$ cat config.mk
export PLATFORM = sky130hd
export DESIGN_NAME = clk_freq_selector
export DESIGN_NICKNAME = d
export VERILOG_FILES = /design/src/rtl/clk_freq_selector.sv
export SDC_FILE = /design/constraint.sdc
export NUM_CORES = 1
export LEC_CHECK = 0
export BUFFER_PORTS_ARGS = -buffer_cell sky130_fd_sc_hd__buf_2
export CAP_MARGIN = 15
export CORE_MARGIN = 10
export CORE_UTILIZATION = 45
export DETAILED_ROUTE_END_ITERATION = 8
export PLACE_DENSITY_LB_ADDON = 0.05
export REMOVE_ABC_BUFFERS = 1
export SETUP_SLACK_MARGIN = 0.5
export SYNTH_ARGS = -nofsm -noshare
export SYNTH_HDL_FRONTEND = slang
export SYNTH_SLANG_ARGS = --single-unit
$ cat constraint.sdc
create_clock -name clk -period 3.5 [get_ports clk]
set_input_delay 0.7 -clock clk [delete_from_list [all_inputs] [get_ports clk]]
set_output_delay 0.7 -clock clk [all_outputs]
set_load 0.03 [all_outputs]
$ cat src/rtl/clk_freq_selector.sv
module clk_freq_selector #(
  parameter int IW = 5,
  parameter int NW = 8,
  parameter int MW = 7,
  parameter logic [IW-1:0] RSV_LO = IW'(16),
  parameter logic [IW-1:0] RSV_HI = IW'(18)
) (
  input  logic          clk,
  input  logic          rst_n,
  input  logic [IW-1:0] strap_in,
  input  logic [IW-1:0] sw_sel,
  input  logic          ovr,
  input  logic          prog_en,
  input  logic [NW-1:0] n_val,
  input  logic [MW-1:0] m_val,
  input  logic          wr_n,
  input  logic          wr_m,
  input  logic          rcv_src,
  input  logic [NW-1:0] rcv_n,
  input  logic [MW-1:0] rcv_m,
  input  logic          wdt_expire,
  input  logic          wdt_clr,
  output logic [IW-1:0] gear_idx,
  output logic [NW-1:0] act_n,
  output logic [MW-1:0] act_m,
  output logic          prog_mode,
  output logic          freq_chg,
  output logic          ratio_bad,
  output logic          sel_bad,
  output logic          rcv_active,
  output logic [IW-1:0] strap_word
);
  localparam int CW = ((NW > MW) ? NW : MW) + 1;

  logic [IW-1:0] strap_q;
  logic          captured;
  logic [NW-1:0] app_n;
  logic [MW-1:0] app_m;
  logic          rcv_q;
  logic          chg_q;

  wire wr_any     = wr_n | wr_m;
  wire nm_ok      = CW'(n_val) > CW'(m_val);
  wire rcv_ok     = CW'(rcv_n) > CW'(rcv_m);
  wire load       = wr_any & nm_ok;
  wire enter      = wdt_expire & ~rcv_q;
  wire leave      = wdt_clr & rcv_q & ~wdt_expire;
  wire chg_d      = (load & ~rcv_q) | enter | leave;
  wire rcv_use_nm = rcv_q & rcv_src & rcv_ok;
  wire rcv_strap  = rcv_q & ~rcv_use_nm;

  wire [IW-1:0] norm_idx = ovr ? sw_sel : strap_q;

  always_ff @(posedge clk or negedge rst_n) begin
    if (!rst_n) begin
      strap_q  <= '0;
      captured <= 1'b0;
      app_n    <= NW'(1);
      app_m    <= '0;
      rcv_q    <= 1'b0;
      chg_q    <= 1'b0;
    end else begin
      if (!captured) begin
        strap_q  <= strap_in;
        captured <= 1'b1;
      end
      if (load) begin
        app_n <= n_val;
        app_m <= m_val;
      end
      if (wdt_expire)   rcv_q <= 1'b1;
      else if (wdt_clr) rcv_q <= 1'b0;
      chg_q <= chg_d;
    end
  end

  assign gear_idx   = rcv_strap ? strap_q : norm_idx;
  assign prog_mode  = rcv_use_nm | (~rcv_q & prog_en);
  assign act_n      = rcv_use_nm ? rcv_n : app_n;
  assign act_m      = rcv_use_nm ? rcv_m : app_m;
  assign freq_chg   = chg_q;
  assign ratio_bad  = prog_en & ~nm_ok;
  assign sel_bad    = (gear_idx >= RSV_LO) && (gear_idx <= RSV_HI);
  assign rcv_active = rcv_q;
  assign strap_word = strap_q;

  AST_STRAP_HELD: assert property (@(posedge clk) disable iff (!rst_n)
    captured |=> $stable(strap_q));
  AST_PROG_LEGAL: assert property (@(posedge clk) disable iff (!rst_n)
    prog_mode |-> (CW'(act_n) > CW'(act_m)));
  AST_BAD_KEPT_OUT: assert property (@(posedge clk) disable iff (!rst_n)
    (wr_any && !nm_ok) |=> ($stable(app_n) && $stable(app_m)));
  AST_CHG_ON_WRITE: assert property (@(posedge clk) disable iff (!rst_n)
    (wr_any && nm_ok && !rcv_q) |=> freq_chg);
  AST_RCV_ENTER: assert property (@(posedge clk) disable iff (!rst_n)
    (wdt_expire && !rcv_q) |=> (rcv_active && freq_chg));
  AST_RCV_HOLD: assert property (@(posedge clk) disable iff (!rst_n)
    (rcv_q && !wdt_clr) |=> rcv_active);
endmodule

; ---- Word level (Yosys, flattened, before mapping)
; Cells that the tools add are included.
[totals]
reg_bits = 23
out_inout_bits = 30
elab_cells = 36
input_bits = 49
[op_classes]
bitwise = 18
muxes = 6
n_lt_le_gt_ge = 4
reduce_logical = 2
[op_table]
columns = cell, count
row1 = 8-bit by 7-bit greater-than comparator with 1-bit output, 2
row2 = 1-bit AND, 10
row3 = 5-bit 2-to-1 mux, 2
row4 = 8-bit 2-to-1 mux, 1
row5 = 7-bit 2-to-1 mux, 1
row6 = "5-bit >= comparator, second input constant", 1
row7 = "5-bit less-or-equal comparator, second input constant", 1
row8 = 1-bit NOT, 4
row9 = 1-bit OR, 4
row10 = 1-bit 2-to-1 mux, 2
row11 = 2-bit nonzero test, 1
row12 = 1-bit logical AND, 1

; ---- Longest topological paths before layout
; Gate-level depths: netlist of run 1.
[depth]
depth_word = 7
mapped_depth = 9
ltp_nobuf = 7

; ---- Worst setup path before layout of run 1
; No wires, ideal clock.
[synth_timing]
kind = input -> output
startpoint = input rcv_m[3]
endpoint = output sel_bad
arrival_time_ps = 2417
stages = 7
path_buffers = 0
required_time_ps = 2800
setup_slack_ps = 383
cell_sequence = inv_1 -> ha_1 -> a21o_2 -> a211oi_1 -> a31oi_1 -> o21ai_2 -> mux2i_1
[synth_between]
elab_chain_cells = 7
elab_cells_between_ends = 8
classes_between = order compare (3) / mux (1) / bitwise (3) / reduce/logical (1)
[synth_rtl]
columns = item, line
row1 = "start, declared", 20  ; input logic [MW-1:0] rcv_m,
row2 = 8-bit by 7-bit greater-than comparator with 1-bit output (*), 44  ; wire rcv_ok = CW'(rcv_n) > CW'(rcv_m);
row3 = 1-bit AND (*), 49  ; wire rcv_use_nm = rcv_q & rcv_src & rcv_ok;
row4 = 1-bit NOT (*), 50  ; wire rcv_strap = rcv_q & ~rcv_use_nm;
row5 = 1-bit AND (*), 50
row6 = 5-bit 2-to-1 mux (*), 77  ; assign gear_idx = rcv_strap ? strap_q : norm_idx;
row7 = 5-bit >= comparator or 5-bit less-or-equal comparator (tied branches), 83  ; assign sel_bad = (gear_idx >= RSV_LO) && (gear_idx <= RSV_HI);
row8 = 1-bit logical AND (*), 83
row9 = "end, declared", 29  ; output logic sel_bad,
; Mark *: on every way between the ends. The rest lies on a longest branch, timed or not.

; ---- Worst setup path after layout of run 1
; Same ends and word-level chain as after synthesis.

==> flow_metrics.tcl, run 1 <==
set metrics [dict create \
    period_share_pct 93.8 \
    postCtsHoldBufs 0 \
    end_kind "output port" \
    peakVddDrop_uv 264 \
    ctsRootBufferMaster "clkbuf_4" \
    area_growth_pct 57.1 \
    die_h_um 80.2 \
    synth_top_area_cell "dfrtp_1" \
    tightest_slew_ps 529 \
    synth_top_area_share_pct 33.8 \
    maxSlewViolCount 0 \
    setup_viol 0 \
    intPower_uw 636 \
    cts_tree "done" \
    grt_pass1_wl_mm 7.74 \
    ys_types 35 \
    cp_data_required_time_ps 2800 \
    ant_nets 0 \
    timing.final.crit_period_ps 3280 \
    grt_max_degree 24 \
    critPathLaunchType "input port" \
    antenna_found_initial 0 \
    power_density_nw_per_um2 393 \
    combinationalPowerShare_pct 53.7 \
    synth.avg_cell_area_um2 11.6 \
    core_area_um2 3420 \
    layout_commonest_cell "buf_2" \
    cap_viol_max_count 0 \
    antenna-diode-count 0 \
    vias 1415 \
    finalSetupTns_ps 0 \
    drt-pass1-iter-count 4 \
    r2r_slack_ps 2560 \
    switching_power_uw 370 \
    power.leakage_uw 0.00126 \
    cts-htree-levels 1 \
    hold_violations 0 \
    clkSinkCount 23 \
    drt_iter0_markers 32 \
    ios 79 \
    fill_cells 236 \
    multi_input_area_um2 1130 \
    path_clk_slew_ps 130 \
    die-area_um2 6430 \
    start_util_pct 47.7 \
    dp_cells 264 \
    max_slew_margin_pct 64.8 \
    dp_hpwl_mm 3.77 \
    worst-setup-path-type "in2out" \
    netlist_instances 140 \
    final_cells 273 \
    grtUsageTotal_pct 14.9 \
    final_cell_mix "49 x buf_2, 27 x buf_6, 22 x dfrtp_1" \
    num_rows 21 \
    synthTopCellsByArea "dfrtp_1 34%, mux2_2 21%, ha_1 11%, mux2_4 8.3%, inv_1 3.9%" \
    nets 291 \
    crit_arrival_ps 2580 \
    die_w_um 80.2 \
    ys_seq_area_share_pct 35.4 \
    p_seq_share_pct 33.6 \
    via_per_inst 5.18 \
    syn-cell-area_um2 1630 \
    switching_share_pct 36.8 \
    yosysWarnings 0 \
    skew_ps 0.647 \
    crit_fanout 6 \
    synth_seq_cells 23 \
    insertion_delay_ps 320 \
    rsz0062_at_grt "true" \
    drive_gt1_share_pct 67.4 \
    worst_hold_path_type "in2async" \
    routed_wl_mm 4.83 \
    overflow 0 \
    outcome "complete, no violations" \
    grt_pass1_vias 1607 \
    cts_buffer_depth 2 \
    regArea_um2 577 \
    drc 0 \
    place.gp.congestion 0.774 \
    max_freq_mhz 305 \
    io_buffers 78 \
    p_clk_share_pct 12.7 \
    post_drt_wl_per_cell_um 17.7 \
    cts_buffers 3 \
]
-- Yosys cell counts --
| cell type | instances |
|---|---|
| dfrtp_1 | 22 |
| o21ai_0 | 2 |
| o211ai_1 | 2 |
| nor3_1 | 2 |
| buf_6 | 1 |
| a31o_2 | 1 |
| nor2b_1 | 2 |
| a21o_2 | 3 |
| mux2i_1 | 1 |
| o21ai_2 | 1 |
| a21o_1 | 1 |
| and4b_4 | 1 |
| nor2_1 | 5 |
| ha_1 | 14 |
| buf_12 | 1 |
| o21a_1 | 2 |
| inv_1 | 17 |
| mux2_2 | 30 |
| and2b_2 | 1 |
| a211oi_1 | 2 |
| nand3_1 | 4 |
| nand4_1 | 1 |
| and2_1 | 1 |
| o2111ai_1 | 1 |
| a31oi_1 | 2 |
| a21bo_2 | 1 |
| nor3_4 | 1 |
| dfstp_2 | 1 |
| o22a_1 | 1 |
| o2bb2ai_1 | 1 |
| and4_1 | 1 |
| buf_4 | 1 |
| conb_1 | 1 |
| mux2_4 | 9 |
| nand2_1 | 3 |
-- layer usage --
| metal | vias to the layer above | part of all wire, % | GRT usage [%] |
|---|---|---|---|
| met4 | 0 | 1.6 | 4.93 |
| met2 | 49 | 51 | 25.7 |
| li1 | 681 | - | - |
| met5 | - | 0 | 0 |
| met1 | 677 | 40 | 16.7 |
| met3 | 8 | 7.7 | 5.23 |
-- per-stage QoR --
step	setup slack [ps]	cell area, um2	total power [uW]	util, %	hold WS [ps]
2_1_floorplan	150	1590	624	-	404
3_3_place_gp	165	2060	746	60.3	487
3_5_place_dp	81.3	2060	754	60.3	496
6_report	217	2560	1010	74.9	335
5_1_grt	149	2560	1060	74.9	357
4_1_cts	231	2520	1000	73.7	344
-- logic make-up (layout without fill, tap and decap cells) --
logic type / after synthesis / count (layout) / synth area share, %
and+or+nand+nor: 22 / 22 / 8.14
adders and majority gates: 14 / 14 / 10.8
other: 1 / 1 / 0.230
muxes: 40 / 40 / 29.6
DFF: 23 / 23 / 35.4
buffers and inverters: 20 / 107 / 6.30
AOI/OAI and AO/OA: 20 / 20 / 9.52
-- critical path, stage by stage --
cell	delay, ps
buf_8	100
inv_4	50
ha_4	210
a21o_4	230
a211oi_4	270
a31oi_4	130
buf_6	140
o21ai_4	260
buf_6	140
mux2i_1	160
buf_4	180
-- power groups by stage --
| stage | logic, uW | registers [uW] | clock network, uW |
|---|---|---|---|
| final | 540 | 338 | 128 |
| after global routing | 571 | 345 | 144 |
| after CTS | 531 | 338 | 132 |
| after detailed placement | 411 | 343 | 0 |
| after global placement | 405 | 340 | 0 |
| after floorplan | 272 | 352 | 0 |
-- worst paths after layout --
check / startpoint / end / cells after the start
worst max register to register: captured / strap_word[0] / 1
worst min register to register: app_m[0] / app_m[0] / 1
worst min-delay path: rst_n / app_m[0] / 1
min in group clk: app_m[0] / app_m[0] / 1
max in group asynchronous: rst_n / app_n[0] / 1
worst max-delay path: rcv_m[3] / sel_bad / 11
-- state kept, by name (all words and copies together) (netlist names) --
name,flops
app_m,7
app_n,8
captured,1
freq_chg,1
rcv_active,1
strap_word,5
-- final cells by class --
cell class	instances	share of cell area, %
tap	46	2.25
sequential	23	22.5
clock buffer	4	1.03
timing repair buffer	86	27.1
inverter	17	2.79
multi-input combinational	97	44.3
-- what timing repair did --
item,4_1_cts,5_1_grt
pin swaps,13,6
endpoints found under the setup margin,22,22
gates resized for setup,87,9
buffers inserted,3,1
gates cloned,1,0
Note: power is estimated with default switching activity, not from simulation.
==> run 2, diff against run 1 <==
--- a/config.mk
+++ b/config.mk
@@ -7,7 +7,7 @@
 export LEC_CHECK = 0
 export BUFFER_PORTS_ARGS = -buffer_cell sky130_fd_sc_hd__buf_2
 export CAP_MARGIN = 15
-export CORE_MARGIN = 10
+export CORE_MARGIN = 2
 export CORE_UTILIZATION = 45
 export DETAILED_ROUTE_END_ITERATION = 8
 export PLACE_DENSITY_LB_ADDON = 0.05
==> constraint.sdc (replaced) <==
create_clock -name clk -period 3.2 [get_ports clk]
set_input_delay 0.64 -clock clk [delete_from_list [all_inputs] [get_ports clk]]
set_output_delay 0.64 -clock clk [all_outputs]
set_load 0.03 [all_outputs]
==> flow_metrics.tcl, run 2 (synthesis results as in run 1) <==
set metrics [dict create \
    outcome "complete, no violations" \
    r2r_slack_ps 2260 \
    path_clk_slew_ps 130 \
    post_drt_wl_per_cell_um 15.3 \
    cp_data_required_time_ps 2560 \
    cts_tree "done" \
    io_buffers 78 \
    power.leakage_uw 0.00124 \
    via_per_inst 5.14 \
    end_kind "output port" \
    antenna_found_initial 0 \
    clkSinkCount 23 \
    whs_ps 283 \
    ant_nets 0 \
    vias 1397 \
    largest_reg_flops 8 \
    power_density_nw_per_um2 433 \
    max_freq_mhz 325 \
    nets 290 \
    critPathLaunchType "input port" \
    grt_pass1_wl_mm 6.80 \
    antenna-diode-count 0 \
    ios 79 \
    layout_commonest_cell "buf_2" \
    drive_gt1_share_pct 68.1 \
    crit_slowest_cell "mux2_4" \
    cts_buffer_depth 2 \
    place.gp.congestion 0.810 \
    num_rows 21 \
    ctsRootBufferMaster "clkbuf_4" \
    r2r_start "captured" \
    setup_viol 0 \
    drc 0 \
    cts-htree-levels 1 \
    die_w_um 64.2 \
    worst_slack_ps 120 \
    maxSlewViolCount 0 \
    dp_hpwl_mm 3.12 \
    registers.top_by_ff_count "app_n" \
    crit_fanout 6 \
    multi_input_area_um2 1120 \
    cp-startpoint "rcv_m[3]" \
    max_slew_margin_pct 63.9 \
    insertion_delay_ps 310 \
    final_cell_mix "48 x buf_2, 28 x buf_6, 22 x dfrtp_1" \
    start_util_pct 47.7 \
    tightest_slew_ps 542 \
    cts_buffers 3 \
    die_h_um 64.2 \
    grt_pass1_vias 1481 \
    skew_ps 0.742 \
    crit_arrival_ps 2440 \
    grt_max_degree 24 \
    cp-endpoint "gear_idx[0]" \
    postCtsHoldBufs 0 \
    peakVddDrop_uv 223 \
    worstRegToRegCells 1 \
    core_area_um2 3420 \
    overflow 0 \
    routed_wl_mm 4.15 \
    cap_viol_max_count 0 \
    fill_cells 250 \
    regArea_um2 577 \
    drt-pass1-iter-count 4 \
    hold_violations 0 \
    pre_cts_ws_ps -6.27 \
    r2r_end "strap_word[1]" \
    period_share_pct 96.3 \
    grtUsageTotal_pct 20.9 \
    rsz0062_at_grt "true" \
    drt_iter0_markers 25 \
    area_growth_pct 54.7 \
    critPathMaxStageDelay_ps 310 \
    crit_top_cell "buf_6" \
    cp_cell_sequence "buf_8, inv_4, ha_4, a21o_4, a211oi_4, a31oi_4, buf_6, o21ai_2, buf_6, mux2_4, buf_6" \
    timing.final.crit_period_ps 3080 \
    worst-setup-path-type "in2out" \
    worst_hold_path_type "in2async" \
    die-area_um2 4120 \
]
run 2: cell count changes in the layout (fill, tap and decap cells not counted), sizes merged:
cell	delta
buf	-1
run 2: per-layer routing:
metal  global-route usage [%]  up-vias  share of wire [%]
met3                     2.11        8                4.2
met2                     35.4       51                 51
met5                        0        -                  0
met4                     6.65        0                1.6
li1                         -      676                  -
met1                     28.0      662                 43
run 2: worst min path at each step:
stage                     slack, ps            end  cells past startpoint
after floorplan                 340       app_m[0]                      0
after global routing            310  strap_word[3]                      1
after global placement          490       app_n[2]                      1
after CTS                       300       app_m[1]                      1
final                           280       app_m[1]                      1
after detailed placement        500       app_m[3]                      1
run 2: layout make-up:
type,count,area share (%)
Clock buffer,4,1.04
Inverter,17,2.93
Multi-Input combinational cell,97,44.6
Sequential cell,23,22.9
Tap cell,46,2.28
Timing Repair Buffer,85,26.2
run 2: metrics by stage:
stage / utilization (%) / total power (uW) / instances / area, um2 / TNS, ps
2_1_floorplan: - / 682 / 137 / 1590 / -179
3_3_place_gp: 61.2 / 815 / 268 / 2090 / 0
3_5_place_dp: 61.2 / 825 / 268 / 2090 / -8.13
4_1_cts: 71.9 / 1080 / 272 / 2460 / 0
5_1_grt: 73.8 / 1150 / 272 / 2520 / 0
6_report: 73.8 / 1090 / 272 / 2520 / 0
run 2: critical path, delay by kind of cell:
kind / cells / cell delay, ps
adder cells (fa/ha/maj): 1 / 210
AO/OA/AOI/OAI: 4 / 700
multiplexers: 1 / 310
buffers and inverters: 5 / 580
run 2: where the power goes:
part / switching (uW) / internal [uW] / leakage [uW]
combinational: 277 / 300 / 0.000963
sequential: 30.5 / 341 / 0.000266
clock: 93.9 / 48.7 / 0.0000150
run 2: timing repair:
item | in CTS | in global routing
pin swaps | 11 | 9
endpoints found under the setup margin | 22 | 23
resized for setup | 85 | 13
gates cloned | 0 | 0
setup buffers | 0 | 0
